**src/rtl/stop_pwr_pkg.sv**
```systemverilog
package stop_pwr_pkg;
    typedef enum logic [1:0] {
        ST_RUN     = 2'd0,
        ST_SHALLOW = 2'd1,
        ST_PD_FULL = 2'd2,
        ST_PD_PART = 2'd3
    } pm_state_t;

    localparam int BIT_FULL_F = 4;
    localparam int BIT_PART_F = 3;
    localparam int BIT_ACK    = 2;
    localparam int BIT_EN     = 1;
    localparam int BIT_DEPTH  = 0;
endpackage

```
**src/rtl/spm_ctrl_bits.sv**
```systemverilog
module spm_ctrl_bits (
    input  logic clk,
    input  logic rst_n,
    input  logic wr_ok,
    input  logic wd_en,
    input  logic wd_depth,
    input  logic clr,
    output logic pd_en,
    output logic depth,
    output logic locked
);
    always_ff @(posedge clk or negedge rst_n) begin
        if (!rst_n) begin
            pd_en  <= 1'b0;
            depth  <= 1'b0;
            locked <= 1'b0;
        end else if (clr) begin
            pd_en  <= 1'b0;
            depth  <= 1'b0;
            locked <= 1'b0;
        end else if (wr_ok && !locked) begin
            pd_en  <= wd_en;
            depth  <= wd_depth;
            locked <= 1'b1;
        end
    end

    // once locked, control bits hold until a power-down wake clears them
    a_r4_lock_holds: assert property (@(posedge clk) disable iff (!rst_n)
        (locked && !clr) |=> ($stable(pd_en) && $stable(depth) && locked));

    // the first accepted write sets the lock
    a_r3_first_write_locks: assert property (@(posedge clk) disable iff (!rst_n)
        (wr_ok && !locked && !clr) |=> locked);
endmodule

```
**src/rtl/spm_flags.sv**
```systemverilog
module spm_flags (
    input  logic clk,
    input  logic rst_n,
    input  logic ack,
    input  logic wake_full,
    input  logic wake_part,
    output logic full_f,
    output logic part_f
);
    always_ff @(posedge clk or negedge rst_n) begin
        if (!rst_n) begin
            full_f <= 1'b0;
            part_f <= 1'b0;
        end else if (wake_full) begin
            full_f <= 1'b1;
            part_f <= 1'b0;
        end else if (wake_part) begin
            part_f <= 1'b1;
        end else if (ack) begin
            full_f <= 1'b0;
            part_f <= 1'b0;
        end
    end

    a_r6_full_wake_flag: assert property (@(posedge clk) disable iff (!rst_n)
        wake_full |=> (full_f && !part_f));

    a_r7_part_wake_flag: assert property (@(posedge clk) disable iff (!rst_n)
        wake_part |=> (part_f && full_f == $past(full_f)));

    a_r8_ack_clears: assert property (@(posedge clk) disable iff (!rst_n)
        (ack && !wake_full && !wake_part) |=> (!full_f && !part_f));
endmodule

```
**src/rtl/spm_seq.sv**
```systemverilog
module spm_seq
    import stop_pwr_pkg::*;
(
    input  logic      clk,
    input  logic      rst_n,
    input  logic      stop_req,
    input  logic      wake_evt,
    input  logic      pd_en,
    input  logic      depth,
    output pm_state_t state,
    output logic      wake_full,
    output logic      wake_part,
    output logic      shallow_o,
    output logic      pd_full_o,
    output logic      pd_part_o,
    output logic      retain_o
);
    pm_state_t nxt;

    always_ff @(posedge clk or negedge rst_n) begin
        if (!rst_n) state <= ST_RUN;
        else        state <= nxt;
    end

    always_comb begin
        nxt = state;
        unique case (state)
            ST_RUN: begin
                if (stop_req) begin
                    if (!pd_en)     nxt = ST_SHALLOW;  // go_shallow
                    else if (depth) nxt = ST_PD_PART;  // go_part
                    else            nxt = ST_PD_FULL;  // go_full
                end
            end
            ST_SHALLOW: if (wake_evt) nxt = ST_RUN;    // wake_shallow
            ST_PD_FULL: if (wake_evt) nxt = ST_RUN;    // wake_full
            ST_PD_PART: if (wake_evt) nxt = ST_RUN;    // wake_part
            default:    nxt = ST_RUN;
        endcase
    end

    always_comb begin
        shallow_o = 1'b0;
        pd_full_o = 1'b0;
        pd_part_o = 1'b0;
        retain_o  = 1'b0;
        wake_full = 1'b0;
        wake_part = 1'b0;
        unique case (state)
            ST_RUN: ;
            ST_SHALLOW: begin
                shallow_o = 1'b1;
                retain_o  = 1'b1;
            end
            ST_PD_FULL: begin
                pd_full_o = 1'b1;
                wake_full = wake_evt;
            end
            ST_PD_PART: begin
                pd_part_o = 1'b1;
                retain_o  = 1'b1;
                wake_part = wake_evt;
            end
            default: ;
        endcase
    end

    a_r9_one_mode: assert property (@(posedge clk) disable iff (!rst_n)
        $onehot0({shallow_o, pd_full_o, pd_part_o}));

    a_r5_shallow_entry: assert property (@(posedge clk) disable iff (!rst_n)
        (state == ST_RUN && stop_req && !pd_en) |=> (state == ST_SHALLOW));

    a_r10_wake_in_run: assert property (@(posedge clk) disable iff (!rst_n)
        (state == ST_RUN && !stop_req) |=> (state == ST_RUN));
endmodule

```
**src/rtl/stop_pwr_ctrl.sv**
```systemverilog
module stop_pwr_ctrl
    import stop_pwr_pkg::*;
#(
    parameter int DW = 8
) (
    input  logic          clk,
    input  logic          rst_n,
    input  logic          wr_en,
    input  logic [DW-1:0] wr_data,
    output logic [DW-1:0] rd_data,
    input  logic          stop_req,
    input  logic          wake_evt,
    output logic          shallow_o,
    output logic          pd_full_o,
    output logic          pd_part_o,
    output logic          retain_o
);
    pm_state_t state;
    logic wake_full, wake_part, wr_ok;
    logic pd_en, depth, locked, full_f, part_f;
    logic unused_wd;

    assign wr_ok     = wr_en && (state == ST_RUN);
    assign unused_wd = ^wr_data;

    spm_seq u_seq (
        .clk(clk), .rst_n(rst_n), .stop_req(stop_req), .wake_evt(wake_evt),
        .pd_en(pd_en), .depth(depth), .state(state),
        .wake_full(wake_full), .wake_part(wake_part),
        .shallow_o(shallow_o), .pd_full_o(pd_full_o),
        .pd_part_o(pd_part_o), .retain_o(retain_o)
    );

    spm_ctrl_bits u_ctrl (
        .clk(clk), .rst_n(rst_n), .wr_ok(wr_ok),
        .wd_en(wr_data[BIT_EN]), .wd_depth(wr_data[BIT_DEPTH]),
        .clr(wake_full || wake_part),
        .pd_en(pd_en), .depth(depth), .locked(locked)
    );

    spm_flags u_flags (
        .clk(clk), .rst_n(rst_n), .ack(wr_ok && wr_data[BIT_ACK]),
        .wake_full(wake_full), .wake_part(wake_part),
        .full_f(full_f), .part_f(part_f)
    );

    always_comb begin
        rd_data             = '0;
        rd_data[BIT_FULL_F] = full_f;
        rd_data[BIT_PART_F] = part_f;
        rd_data[BIT_EN]     = pd_en;
        rd_data[BIT_DEPTH]  = depth;
    end

    a_r2_reserved_zero: assert property (@(posedge clk) disable iff (!rst_n)
        (rd_data[DW-1:5] == '0) && !rd_data[BIT_ACK]);

    a_r9_stopped_writes_ignored: assert property (@(posedge clk) disable iff (!rst_n)
        (state != ST_RUN && !wake_evt) |=> $stable(rd_data));
endmodule

```
**config.mk**
```make
export PLATFORM = sky130hd
export DESIGN_NAME = stop_pwr_ctrl
export DESIGN_NICKNAME = d
export VERILOG_FILES = /design/src/rtl/stop_pwr_pkg.sv /design/src/rtl/spm_ctrl_bits.sv /design/src/rtl/spm_flags.sv /design/src/rtl/spm_seq.sv /design/src/rtl/stop_pwr_ctrl.sv
export SDC_FILE = /design/constraint.sdc
export NUM_CORES = 1
export LEC_CHECK = 0
export BUFFER_PORTS_ARGS = -buffer_cell sky130_fd_sc_hd__buf_4
export CORE_AREA = 2 2 39 41
export CTS_BUF_LIST = sky130_fd_sc_hd__clkbuf_8
export CTS_CLUSTER_DIAMETER = 50
export DETAILED_ROUTE_END_ITERATION = 6
export DIE_AREA = 0 0 41 43
export GPL_TIMING_DRIVEN = 1
export PLACE_DENSITY = 0.66
export SLEW_MARGIN = 5
export SYNTH_ARGS = -nofsm -noshare
export SYNTH_HDL_FRONTEND = slang
export SYNTH_SLANG_ARGS = --single-unit
```
**constraint.sdc**
```tcl
create_clock -name clk -period 1.2 [get_ports clk]
set_clock_uncertainty 0.15 [all_clocks]
set_input_delay 0.06 -clock clk [delete_from_list [all_inputs] [get_ports clk]]
set_output_delay 0.06 -clock clk [all_outputs]
set_load 0.1 [all_outputs]
```
# Yosys cells after proc, flatten, opt, wreduce, memory -nomap -nowiden
# Index checks and enable logic that the tools add are counted.
# op_classes
addsub	0
mul	0
div	0
order_cmp	0
n_eq_ne	6
n_shift	0
muxes	22
bitwise_logic	0
reduce_logical	13
# op_table
op	count
1-bit two-way mux	18
2-bit two-way mux	3
2-bit == test (second input constant)	2
2-bit inequality test (second input constant)	2
2-bit one-hot mux with 2 select lines	1
2-bit AND reduction	2
2-bit nonzero test	2
1-bit logical AND	3
3-bit nonzero test	1
3-bit OR reduction	1
2-bit by 1-bit == test with 1-bit output (second input constant)	1
2-bit logical NOT	1
2-bit by 1-bit inequality test with 1-bit output (second input constant)	1
2-bit OR reduction	1
1-bit logical NOT	1
1-bit logical OR	1
# totals
register_bits	7
latchBits	0
ram_bits	0
rom_bits	0
input_bits	13
out_inout_bits	12
elab_cells	47
memories	0

# Logic depth before layout (Yosys ltp)
# logic_depth
word_depth	6
mapped_depth	4
mapped_depth_nobuf	3

# Cells and area by module
# Synthesis repeated with hierarchy kept, for this count alone.
# unflattened
cells_unflattened	45
hier_area_um2	440.4
# by_module_without_submodules
mod	n_inst	cells_per_inst	area_per_inst_um2	seq_area_each_um2
spm_ctrl_bits	1	12	141.4	75.1
spm_seq	1	14	130.1	50.0
stop_pwr_ctrl	1	12	90.1	0.0
spm_flags	1	7	78.8	50.0

# Worst setup path before layout
# Ideal clock, no wire load.
# synth_timing
path_type	reg-to-reg
from	reg u_seq.state[1]
to	reg u_flags.part_f
setup_ps	201
arrival_time_ps	2046
required_ps	849
setup_slack_ps	-1197
stages_incl_launch_ff	4
n_path_buf	1
synth_period_minus_slack_ps	2397
cell_sequence	dfrtp_1 buf_2 nor2b_1 a211oi_1
# synth_between
elab_chain_len	4
word_cells_on_any_way	10
classes_between	eq/ne (2); mux (4); reduce/logical (4)
# synth_lines
element	line	text
start, declared	spm_seq.sv:10	output pm_state_t state,
start signal, assigned	spm_seq.sv:22	else state <= nxt;
2-bit == test or 2-bit logical NOT (tied branches)	spm_seq.sv:49, stop_pwr_ctrl.sv:23	
1-bit two-way mux or 1-bit logical AND (tied branches)	spm_seq.sv:49, stop_pwr_ctrl.sv:23	
1-bit two-way mux or 1-bit logical AND (tied branches)	spm_flags.sv:17, stop_pwr_ctrl.sv:42	
1-bit two-way mux or 3-bit nonzero test (tied branches)	--	
end signal, assigned	spm_flags.sv:13	part_f <= 1'b0;
end signal, assigned	spm_flags.sv:16	part_f <= 1'b0;
end signal, assigned	spm_flags.sv:18	part_f <= 1'b1;
end, declared	spm_flags.sv:8	output logic part_f
# Parallel ways exist; a longest one is shown, timed or not.
# A chain may end at the register's enable or synchronous reset.

# Final worst setup path
# layout_timing
from	reg u_seq.state[0]
to	out pd_full_o
# layout_between
elab_chain_len	2
# layout_lines
element	line	text
2-bit == test	spm_seq.sv:49	unique case (state)
1-bit two-way mux	spm_seq.sv:49	
end, declared	stop_pwr_ctrl.sv:14	output logic pd_full_o,
# Every way passes these cells.

==> flow_summary.ini <==
[timing]
min_period_ns = 1.36
final.hold.worst_slack_ns = 0.00376
max_freq_mhz = 737
min_period_over_period_pct = 113
setup_tns_ns = -0.746
worst_slack_ns = -0.158
rsz0062_at_grt = true
final-setup-viol-count = 6
finalHoldViolCount = 0
finalMaxSlewViolations = 0

[detailed_routing]
drtAntennaViolNets = 0
drt-pass1-iter-count = 4
drc = 0
vias = 374
dr.first_iter.drc_count = 5
viasPerCell = 4.45
wl_per_cell_um = 10.9
wl_um = 913

[yosys]
seq_area_frac_synth_pct = 42.4
synth_warnings = 0
async_flop_share_pct = 100
yosys_most_used_dff = dfrtp_1
avgSynthCellArea_um2 = 9.18
synth_edf_count = 0
netlist_area_um2 = 413
synth.distinct_cells = 21
ys_ff_latch = 7
synthCells = 45

[power_and_ir_drop]
ir_worst_vdd_mv = 1.65
power_per_cell_area_mw_per_mm2 = 3030
leakagePower_uw = 0.000338

[critical_path]
worstSetupPathType = reg -> out
crit_fanout = 5
cp.required_ns = 0.99
start_kind = flop
r2r_cells = 4
critPathArrivalTime_ns = 1.15
cp-startpoint = u_seq.state[0]$_DFFE_PN0P_
end_kind = primary output
r2r_start = u_seq.state[0]$_DFFE_PN0P_

[grt]
first_global_vias = 375
grt_usage_pct = 13.4
grt_max_degree = 10
grt_pass1_wl_mm = 1.55
antenna_found_initial = 0
overflow = 0

[clock_network]
cts_tree = built
cts_buffers = 3
cts_sinks = 7
clkTransAtPathRegs_ns = 0.04
insertion_delay_ns = 0.23
htree_levels = 1
clock_path_buffers = 2
cts-root-buf = clkbuf_8

[die]
row_count = 14
initial_core_util_pct = 29.8
core_mm2 = 0.00138
io_pins = 25
fp.dieArea_mm2 = 0.00176
die_x_um = 41
fp.dieH_um = 43

[layout]
final_layout_size_suffix_gt1_share_pct = 47.1
postLayoutCoreUtil_pct = 52.4
final_common_cell = buf_4
layout_common_cells = 13 x buf_4, 5 x dlygate4sd3_1, 5 x buf_12, 5 x dfrtp_1, 4 x conb_1
nets = 82
antennaDiodeCount = 0
fin_cells = 84
area_growth_pct = 75.5

[job]
max_cap_violations = 0

[placement]
post-dp-hpwl_um = 595
place_inst = 73
io_buffers = 15
place.gp.congestion = 0.695

[status]
violations = setup timing
status = complete, but fails checks

[hold_path]
hold_start = wr_en
min_path_cells = 3
worstHoldPathType = in -> reg
==> final timing paths <==
check	end	slack, ns
worst max-delay path	pd_full_o	-0.16
worst min-delay path	u_ctrl.locked$_DFFE_PN0P_	0.004
worst max register to register	u_ctrl.depth$_DFFE_PN0P_	-0.15
worst min register to register	u_ctrl.depth$_DFFE_PN0P_	0.40
max in group asynchronous	u_seq.state[0]$_DFFE_PN0P_	0.73
min in group asynchronous	u_ctrl.depth$_DFFE_PN0P_	0.04
==> sequential cells by signal, summed over array words and instances (netlist names) <==
signal	count
u_seq.state	2
u_ctrl.depth	1
u_ctrl.locked	1
u_ctrl.pd_en	1
u_flags.full_f	1
u_flags.part_f	1
==> logic make-up after synthesis <==
family          synth area share [%]
compound gates                  13.9
buf+inv                         18.5
flops                           42.4
mux                             4.85
other cells                    0.908
simple gates                    19.4
==> cell usage after synthesis, types with 2 or more instances <==
| master | number | area share, % |
|---|---|---|
| o21ai_1 | 2 | 2.4 |
| nand2_1 | 2 | 1.8 |
| nor2b_1 | 2 | 3.0 |
| mux2i_1 | 2 | 4.8 |
| dfrtp_1 | 7 | 42 |
| nor2_1 | 4 | 3.6 |
| a21oi_1 | 4 | 4.8 |
| inv_1 | 2 | 1.8 |
| buf_4 | 8 | 15 |
==> cell type report <==
type	count	area (um^2)
multi-input cells	29	193
repair buffers	26	282
clock inverters	1	3.75
clock buffers	3	41.3
fillers	130	659
well taps	16	20.0
inverters	2	7.51
flip-flops and latches	7	178
==> worst max-delay path, stage by stage (launching register included) <==
cell,delay (ns)
dfrtp_2,0.45
buf_4,0.16
nor2b_4,0.13
buf_12,0.18
==> per-stage QoR <==
stage	total power (uW)	instance area, um^2	setup WS [ns]
finish	2190	724	-0.158
global route	2300	724	-0.226
global placement	1540	533	-0.0686
floorplan	1370	447	-0.238
CTS	2110	697	-0.161
detailed placement	1550	533	-0.0780
==> power breakdown <==
part / leakage, uW / internal, uW / switching [uW]
combinational: 0.000224 / 538 / 901
clock: 0.0000269 / 221 / 105
sequential: 0.0000865 / 313 / 114
==> metal layers <==
metal  GRT usage, %  share of wire, %  vias to the layer above  wire [um]
li1               -                 -                      184          -
met1           15.1                41                      168        370
met2           20.3                49                       22        448
met3           8.38                10                        0         94
met4           4.00                 0                        0          0
met5              0                 0                        -          0
==> timing repair <==
action | CTS | global route
gates resized for setup | 14 | 5
endpoints found under the hold margin | 14 | 0
gates cloned | 0 | 0
hold buffers | 5 | 0
endpoints found under the setup margin | 6 | 8
pin swaps | 1 | 1
setup buffers | 1 | 1
(Power assumes the default switching activity.)
